[config.mk]
export PLATFORM = sky130hd
export DESIGN_NAME = ptc_cell
export DESIGN_NICKNAME = d
export VERILOG_FILES = /design/src/rtl/ptc_pkg.sv /design/src/rtl/ptc_term_array.sv /design/src/rtl/ptc_term_pick.sv /design/src/rtl/ptc_sum_cascade.sv /design/src/rtl/ptc_out_stage.sv /design/src/rtl/ptc_oe_select.sv /design/src/rtl/ptc_cell.sv
export SDC_FILE = /design/constraint.sdc
export NUM_CORES = 1
export LEC_CHECK = 0
export CELL_PAD_IN_SITES_DETAIL_PLACEMENT = 2
export CELL_PAD_IN_SITES_GLOBAL_PLACEMENT = 2
export CORE_AREA = 2 2 184 186
export DETAILED_ROUTE_END_ITERATION = 8
export DIE_AREA = 0 0 186 188
export DONT_BUFFER_PORTS = 1
export PLACE_DENSITY_LB_ADDON = 0.1
export SLEW_MARGIN = 5
export SYNTH_ARGS = -nofsm -noshare
export SYNTH_HDL_FRONTEND = slang
export SYNTH_SLANG_ARGS = --single-unit
[constraint.sdc]
create_clock -name vclk -period 2.5
set_input_delay 0.375 -clock vclk [all_inputs]
set_output_delay 0.375 -clock vclk [all_outputs]
set_load 0.005 [all_outputs]
[src/rtl/ptc_pkg.sv]
package ptc_pkg;

   typedef enum logic [1:0] {
      XSRC_ZERO = 2'd0,
      XSRC_ONE  = 2'd1,
      XSRC_TERM = 2'd2,
      XSRC_RSVD = 2'd3
   } xor_src_e;

   typedef enum logic [2:0] {
      OESRC_OFF  = 3'd0,
      OESRC_ON   = 3'd1,
      OESRC_PIN0 = 3'd2,
      OESRC_PIN1 = 3'd3,
      OESRC_TERM = 3'd4
   } oe_src_e;

   localparam int MAX_CHAIN = 8;

endpackage

[src/rtl/ptc_term_array.sv]
module ptc_term_array #(
   parameter int N_IN = 40,
   parameter int N_PT = 5
) (
   input  logic [N_IN-1:0]      arr_in,
   input  logic [N_PT*N_IN-1:0] lit_pos,
   input  logic [N_PT*N_IN-1:0] lit_neg,
   output logic [N_PT-1:0]      terms
);

   for (genvar p = 0; p < N_PT; p++) begin : g_term
      logic [N_IN-1:0] pos_m;
      logic [N_IN-1:0] neg_m;
      assign pos_m = lit_pos[p*N_IN +: N_IN];
      assign neg_m = lit_neg[p*N_IN +: N_IN];
      assign terms[p] = &((~pos_m | arr_in) & (~neg_m | ~arr_in));

      always_comb begin
         if ((pos_m & neg_m) != '0)
            AST_TERM_CONFLICT: assert (terms[p] == 1'b0);
      end
   end

endmodule

[src/rtl/ptc_term_pick.sv]
module ptc_term_pick #(
   parameter int N_PT  = 5,
   parameter int IDX_W = 3
) (
   input  logic [N_PT-1:0]  terms,
   input  logic [IDX_W-1:0] idx,
   output logic             picked
);

   always_comb begin
      picked = 1'b0;
      for (int k = 0; k < N_PT; k++) begin
         if (idx == IDX_W'(k)) picked = terms[k];
      end
   end

   always_comb begin
      if (32'(idx) >= N_PT)
         AST_IDX_RANGE: assert (picked == 1'b0);
   end

endmodule

[src/rtl/ptc_sum_cascade.sv]
module ptc_sum_cascade #(
   parameter int N_PT        = 5,
   parameter bit HAS_CASCADE = 1'b1
) (
   input  logic [N_PT-1:0] terms,
   input  logic [N_PT-1:0] sum_en,
   input  logic            chain_en,
   input  logic            chain_in,
   output logic            sum_out
);

   logic local_sum;
   assign local_sum = |(terms & sum_en);

   if (HAS_CASCADE) begin : g_chain
      assign sum_out = local_sum | (chain_en & chain_in);
   end else begin : g_nochain
      logic unused_chain;
      assign unused_chain = chain_en ^ chain_in;
      assign sum_out = local_sum;
   end

   always_comb begin
      if (HAS_CASCADE && chain_en && chain_in)
         AST_CHAIN_PASS: assert (sum_out == 1'b1);
      if (sum_en == '0 && !(chain_en && chain_in))
         AST_EMPTY_SUM: assert (sum_out == 1'b0);
   end

endmodule

[src/rtl/ptc_out_stage.sv]
module ptc_out_stage
   import ptc_pkg::*;
(
   input  logic     sum_in,
   input  xor_src_e xor_src,
   input  logic     xor_term,
   input  logic     reg_q,
   input  logic     pin_reg,
   input  logic     fb_reg,
   output logic     pin_out,
   output logic     fb_out
);

   logic xor_b;
   logic comb_v;

   always_comb begin
      unique case (xor_src)
         XSRC_ONE:  xor_b = 1'b1;
         XSRC_TERM: xor_b = xor_term;
         default:   xor_b = 1'b0;
      endcase
   end

   assign comb_v  = sum_in ^ xor_b;
   assign pin_out = pin_reg ? reg_q : comb_v;
   assign fb_out  = fb_reg  ? reg_q : comb_v;

   always_comb begin
      if (xor_src == XSRC_ONE && !pin_reg)
         AST_POLARITY_FLIP: assert (pin_out != sum_in);
      if (!pin_reg && !fb_reg)
         AST_PIN_FB_AGREE: assert (pin_out == fb_out);
   end

endmodule

[src/rtl/ptc_oe_select.sv]
module ptc_oe_select
   import ptc_pkg::*;
(
   input  logic [2:0] oe_src,
   input  logic [1:0] oe_pin,
   input  logic       oe_term,
   output logic       oe_out
);

   always_comb begin
      case (oe_src)
         3'(OESRC_ON):   oe_out = 1'b1;
         3'(OESRC_PIN0): oe_out = oe_pin[0];
         3'(OESRC_PIN1): oe_out = oe_pin[1];
         3'(OESRC_TERM): oe_out = oe_term;
         default:        oe_out = 1'b0;
      endcase
   end

   always_comb begin
      if (oe_src == 3'(OESRC_OFF) || oe_src > 3'(OESRC_TERM))
         AST_OE_OFF: assert (oe_out == 1'b0);
   end

endmodule

[src/rtl/ptc_cell.sv]
module ptc_cell
   import ptc_pkg::*;
#(
   parameter int N_IN        = 40,
   parameter int N_PT        = 5,
   parameter bit HAS_CASCADE = 1'b1,
   localparam int IDX_W      = $clog2(N_PT)
) (
   input  logic [N_IN-1:0]      arr_in,
   input  logic [1:0]           oe_pin,
   input  logic                 chain_in,
   input  logic                 reg_q,
   input  logic [N_PT*N_IN-1:0] cfg_lit_pos,
   input  logic [N_PT*N_IN-1:0] cfg_lit_neg,
   input  logic [N_PT-1:0]      cfg_sum_en,
   input  logic                 cfg_chain_en,
   input  logic [1:0]           cfg_xor_src,
   input  logic [IDX_W-1:0]     cfg_xor_idx,
   input  logic [2:0]           cfg_oe_src,
   input  logic [IDX_W-1:0]     cfg_oe_idx,
   input  logic [IDX_W-1:0]     cfg_fold_idx,
   input  logic                 cfg_pin_reg,
   input  logic                 cfg_fb_reg,
   output logic                 chain_out,
   output logic                 pin_out,
   output logic                 fb_out,
   output logic                 oe_out,
   output logic                 fold_out
);

   if (N_IN < 1 || N_IN > 256) begin : g_bad_nin
      $error("ptc_cell: N_IN out of range");
   end
   if (N_PT < 2 || N_PT > 8) begin : g_bad_npt
      $error("ptc_cell: N_PT out of range");
   end
   if (N_PT * MAX_CHAIN > 64) begin : g_bad_chain
      $error("ptc_cell: chained sum too wide");
   end

   logic [N_PT-1:0] terms;
   logic            xor_term;
   logic            oe_term;
   logic            fold_term;

   ptc_term_array #(.N_IN(N_IN), .N_PT(N_PT)) u_terms (
      .arr_in (arr_in),
      .lit_pos(cfg_lit_pos),
      .lit_neg(cfg_lit_neg),
      .terms  (terms)
   );

   ptc_sum_cascade #(.N_PT(N_PT), .HAS_CASCADE(HAS_CASCADE)) u_sum (
      .terms   (terms),
      .sum_en  (cfg_sum_en),
      .chain_en(cfg_chain_en),
      .chain_in(chain_in),
      .sum_out (chain_out)
   );

   ptc_term_pick #(.N_PT(N_PT), .IDX_W(IDX_W)) u_pick_xor (
      .terms(terms), .idx(cfg_xor_idx), .picked(xor_term)
   );
   ptc_term_pick #(.N_PT(N_PT), .IDX_W(IDX_W)) u_pick_oe (
      .terms(terms), .idx(cfg_oe_idx), .picked(oe_term)
   );
   ptc_term_pick #(.N_PT(N_PT), .IDX_W(IDX_W)) u_pick_fold (
      .terms(terms), .idx(cfg_fold_idx), .picked(fold_term)
   );

   ptc_out_stage u_out (
      .sum_in  (chain_out),
      .xor_src (xor_src_e'(cfg_xor_src)),
      .xor_term(xor_term),
      .reg_q   (reg_q),
      .pin_reg (cfg_pin_reg),
      .fb_reg  (cfg_fb_reg),
      .pin_out (pin_out),
      .fb_out  (fb_out)
   );

   ptc_oe_select u_oe (
      .oe_src (cfg_oe_src),
      .oe_pin (oe_pin),
      .oe_term(oe_term),
      .oe_out (oe_out)
   );

   assign fold_out = ~fold_term;

   always_comb begin
      if (cfg_pin_reg)
         AST_PIN_REG: assert (pin_out == reg_q);
      if (32'(cfg_fold_idx) >= N_PT)
         AST_FOLD_RANGE: assert (fold_out == 1'b1);
   end

endmodule

==> metrics, run 1 <==
Crit path largest cell delay 490 ps; DR pass1 iterations 4; Detail Placement HPWL 24300 um; area of the multi-input gates 3040 um2; DR vias/cell 4.09; final hold violations 0; nets@finish 828; slowest cell on the critical path or4b_4; final core utilization 11.7%; register area 0 um2; failing checks setup timing; count of pins over their slew limit 0; commonest cells after routing, fill and taps aside mux2i_1, nand4_1, buf_4; Clock Buffer Count 0; WP data arrival 2310 ps; global-route wire length before repair 32100 um; via count 3300; RSZ-0062 raised after global routing yes; total track usage 13.8%; number of global-route vias before repair 3963; die width 186 um; PnR worst setup slack -187 ps; Cells after Synth 368; Slew headroom 75.6%; fmax 372 MHz; Ys Warns 0; FF+latch count 0; crit share post-route 107%; Critical Path RT 2120 ps; Rows 67; GP Congestion 0.773; Final ANT Viol Nets 0; antenna violations before repair 0; commonest non-fill, non-tap cell in the layout mux2i_1; Critical Path Most Common Cell buf_4; Critical Path Fanout Max 5; Avg Inst Size Synth 8.36 um2; Routed WL per cell 32.7 um; pre-CTS setup slack -674 ps; cell area after synthesis 3080 um2; Post-CTS Setup Inserts 0; maximum vdd drop 0.0000206 V; port bufs 0; Post-Syn Nets 836; share of cells above drive strength 1 19.0%; Slew @ Worst Pin 363 ps; Hold Buf Count CTS 0; drt first-iter violations 87; Leakage 1.60 nW; Hold Path Class in -> out; Congestion Overflow GR 0; largest net degree at the start of global routing 8; top-level I/O count 471; # setup viols final 5; filler instances 3857; CP Launch Type input pin; drc violations 0; Syn-to-layout area delta 25.9%; Die H 188 um; status finished with violations; kind of critical path in -> out; antenna diode count 0; Starting Density 9.29%; register area share after synthesis 0%; routed wire length 26300 um; Die ar. 35000 um2; crit-path cells mux2i_1 > buf_4 > nand4_1 > nor4_4 > buf_4 > and3_4 > a21boi_2 > or4b_4 > o22ai_4; P per Cell Area 100 nW/um2; min Tclk post-route 2690 ps; Critical Path End Type output pin; Max-Cap Viols 0; Unique masters post-synth 35; Core Area 33100 um2
==> cell type report <==
class                           count  share of cell area, %
Timing Repair Buffer               31                   6.30
Multi-Input combinational cell    320                   78.6
Inverter                            7                  0.678
Tap cell                          448                   14.5
==> layer usage <==
| layer | wire [um] | track usage, % |
|---|---|---|
| met1 | 10100 | 15.5 |
| met5 | 0 | 0 |
| met4 | 675 | 2.97 |
| met2 | 13700 | 26.6 |
| met3 | 1850 | 2.37 |
==> final timing paths <==
path | from | endpoint | slack [ps] | cells past startpoint
max | arr_in[19] | oe_out | -190 | 9
min | cfg_oe_src[2] | oe_out | 810 | 1
==> cell usage after synthesis, drive strengths merged <==
cell type | n | area, um2
nand4 | 53 | 332
a32oi | 1 | 8.76
or4b | 1 | 13.8
nand2 | 4 | 15.0
nand3 | 4 | 20.0
o311ai | 2 | 17.5
o21ai | 3 | 15.0
buf | 41 | 259
o2111ai | 1 | 15.0
a21boi | 1 | 7.51
and3 | 3 | 18.8
nor3 | 3 | 25.0
nand3b | 1 | 7.51
nand2b | 3 | 18.8
nor2 | 14 | 52.6
or2 | 1 | 6.26
o211ai | 1 | 7.51
a221oi | 1 | 8.76
nor4 | 13 | 93.8
ha | 2 | 25.0
a31oi | 1 | 6.26
a21oi | 2 | 10.0
mux2i | 198 | 1980
inv | 7 | 26.3
mux4 | 1 | 22.5
and4 | 1 | 8.76
a21o | 1 | 7.51
mux2 | 3 | 33.8
o22ai | 1 | 12.5
==> cells by family (layout without fill, tap and decap cells) <==
kind of cell	Yosys count	after routing	synth area share, %
AO/OA/AOI/OAI	15	15	3.78
multiplexers	202	202	66.2
adder cells (fa/ha/maj)	2	2	0.813
buffers and inverters	48	38	9.27
AND/OR/NAND/NOR	101	101	19.9
==> where the power goes <==
| part | internal, W | switching [W] |
|---|---|---|
| combinational | 0.000227 | 0.000162 |
| clock | 0 | 0 |
| sequential | 0 | 0 |
| total | 0.000227 | 0.000162 |
==> what timing repair did <==
action,4_1_cts,5_1_grt
gates resized for setup,41,3
setup endpoints to repair,5,5
pin swaps,21,2
hold endpoints to repair,0,0
==> critical path, delay by kind of cell <==
kind | cells | cell delay (ps)
buffers and inverters | 2 | 340
AOI/OAI and AO/OA | 2 | 190
muxes | 1 | 160
and+or+nand+nor | 4 | 1250
==> stage by stage <==
stage	instance area, um2	hold WS, ps	setup TNS, ps	std cells	total power, W
2_1_floorplan	3080	815	0	368	0.000344
3_3_place_gp	3620	839	-3010	806	0.000371
3_5_place_dp	3620	836	-3170	806	0.000375
4_1_cts	3860	816	-706	806	0.000401
5_1_grt	3870	818	-1240	806	0.000426
6_report	3870	813	-723	806	0.000389
Note: power is estimated with default switching activity, not from simulation.
==> run 2, diff against run 1 <==
MAX_ROUTING_LAYER = met4   (was not set)
==> run 2 against run 1 <==
The flow still finishes with violations (setup timing). Final area stayed put. Combinational power about the same. Sequential share of layout area did not move. Clock-buffer cell count unchanged. Critical path type unchanged. Highest routed layer unchanged. Largest cell class unchanged. Largest power group unchanged. First-iteration DRC count is 3.4% higher. Flip-flop and latch count is the same.
==> metrics, run 2 (synthesis results as in run 1) <==
Comb pwr share 100.0%; Final ANT Viol Nets 0; P per Cell Area 100 nW/um2; Critical Path Fanout Max 5; die width 186 um; Critical Path RT 2120 ps; area of the multi-input gates 3040 um2; Net Sw Power 0.000162 W; Critical Path Most Common Cell buf_4; filler instances 3857; Critical Path End Type output pin; Die ar. 35000 um2; crit path buf inv count 2; critical path depth 9; nets@finish 828; Die H 188 um; failing checks setup timing; Max-Cap Viols 0; antenna diode count 0; met2 Usage GRT 26.6%; Post-CTS Setup Inserts 0; met1 Usage GRT 15.5%; total track usage 14.2%; crit-path cells mux2i_1 > buf_4 > nand4_1 > nor4_4 > buf_4 > and3_4 > a21boi_2 > or4b_4 > o22ai_4; Critical Path Start arr_in[19]; Core Area 33100 um2; fmax 371 MHz; Slew headroom 75.6%; internal power 0.000227 W; routed wire length 26300 um; sw frac 41.6%; GR Util met3 2.25%; Detail Placement HPWL 24300 um; most used routing layer met2; Slew @ Worst Pin 363 ps; largest net degree at the start of global routing 8; antenna violations before repair 0; kind of critical path in -> out; Congestion Overflow GR 0; FF+latch count 0; GP Congestion 0.784; DR pass1 iterations 4; drt first-iter violations 90; # setup viols final 5; maximum vdd drop 0.0000203 V; RSZ-0062 raised after global routing yes; slowest cell on the critical path or4b_4; CP top delay family simple AND/OR/NAND/NOR gates; Routed WL per cell 32.6 um; hold_sp cfg_oe_src[2]; Flop pwr share 0%; CP Launch Type input pin; via count 3274; Rows 67; Hold Path Class in -> out; Syn-to-layout area delta 25.9%; Clk network pwr share 0%; port bufs 0; dpl cells 806; count of pins over their slew limit 0; setup TNS -706 ps; top-level I/O count 471; WP data arrival 2320 ps; hold slack 813 ps; final cell count without fillers 806; Starting Density 9.29%; DR vias/cell 4.06; commonest non-fill, non-tap cell in the layout mux2i_1; Crit path largest cell delay 490 ps; final hold violations 0; global-route wire length before repair 32100 um; crit share post-route 108%; Clock Buffer Count 0; commonest cells after routing, fill and taps aside mux2i_1, nand4_1, buf_4; register area 0 um2; min Tclk post-route 2690 ps; status finished with violations; share of cells above drive strength 1 19.0%; Hold Crit Depth 1; Leakage 1.60 nW; number of global-route vias before repair 3970; drc violations 0; PnR worst setup slack -194 ps
==> run 2: cell counts in the layout (fill, tap and decap cells not counted) <==
Identical to the previous run, type by type.
==> run 2: through the flow <==
step | power, W | utilization, % | setup slack [ps] | instance area [um2]
6_report | 0.000389 | 11.7 | -194 | 3870
5_1_grt | 0.000426 | 11.7 | -322 | 3870
2_1_floorplan | 0.000344 | - | 151 | 3080
4_1_cts | 0.000401 | 11.7 | -239 | 3860
3_5_place_dp | 0.000375 | 10.9 | -674 | 3620
3_3_place_gp | 0.000371 | 10.9 | -645 | 3620
==> run 2: path summary, 6_finish.rpt <==
kind              slack [ps]     end
setup / recovery        -190  oe_out
hold / removal           810  oe_out
==> run 2: area by class of cell <==
class | count | share of cell area, %
multi-input combinational | 320 | 78.6
tap | 448 | 14.5
inverter | 7 | 0.678
timing repair buffer | 31 | 6.30
==> run 2: power by group through the flow <==
| stage | logic, W | clock network (W) | registers (W) |
|---|---|---|---|
| floorplan | 0.000344 | 0 | 0 |
| detailed placement | 0.000375 | 0 | 0 |
| CTS | 0.000401 | 0 | 0 |
| global placement | 0.000371 | 0 | 0 |
| finish | 0.000389 | 0 | 0 |
| global route | 0.000426 | 0 | 0 |
==> run 2: per-layer routing <==
| layer | routed length, um | part of all wire, % |
|---|---|---|
| met1 | 10000 | 38 |
| met2 | 13700 | 52 |
| met3 | 1860 | 7.1 |
| met5 | 0 | 0 |
| met4 | 670 | 2.6 |
==> run 2: repair_timing <==
action,4_1_cts,5_1_grt
hold buffers,0,0
hold endpoints to repair,0,0
pin swaps,21,2
setup endpoints to repair,5,5
gates resized for setup,41,3
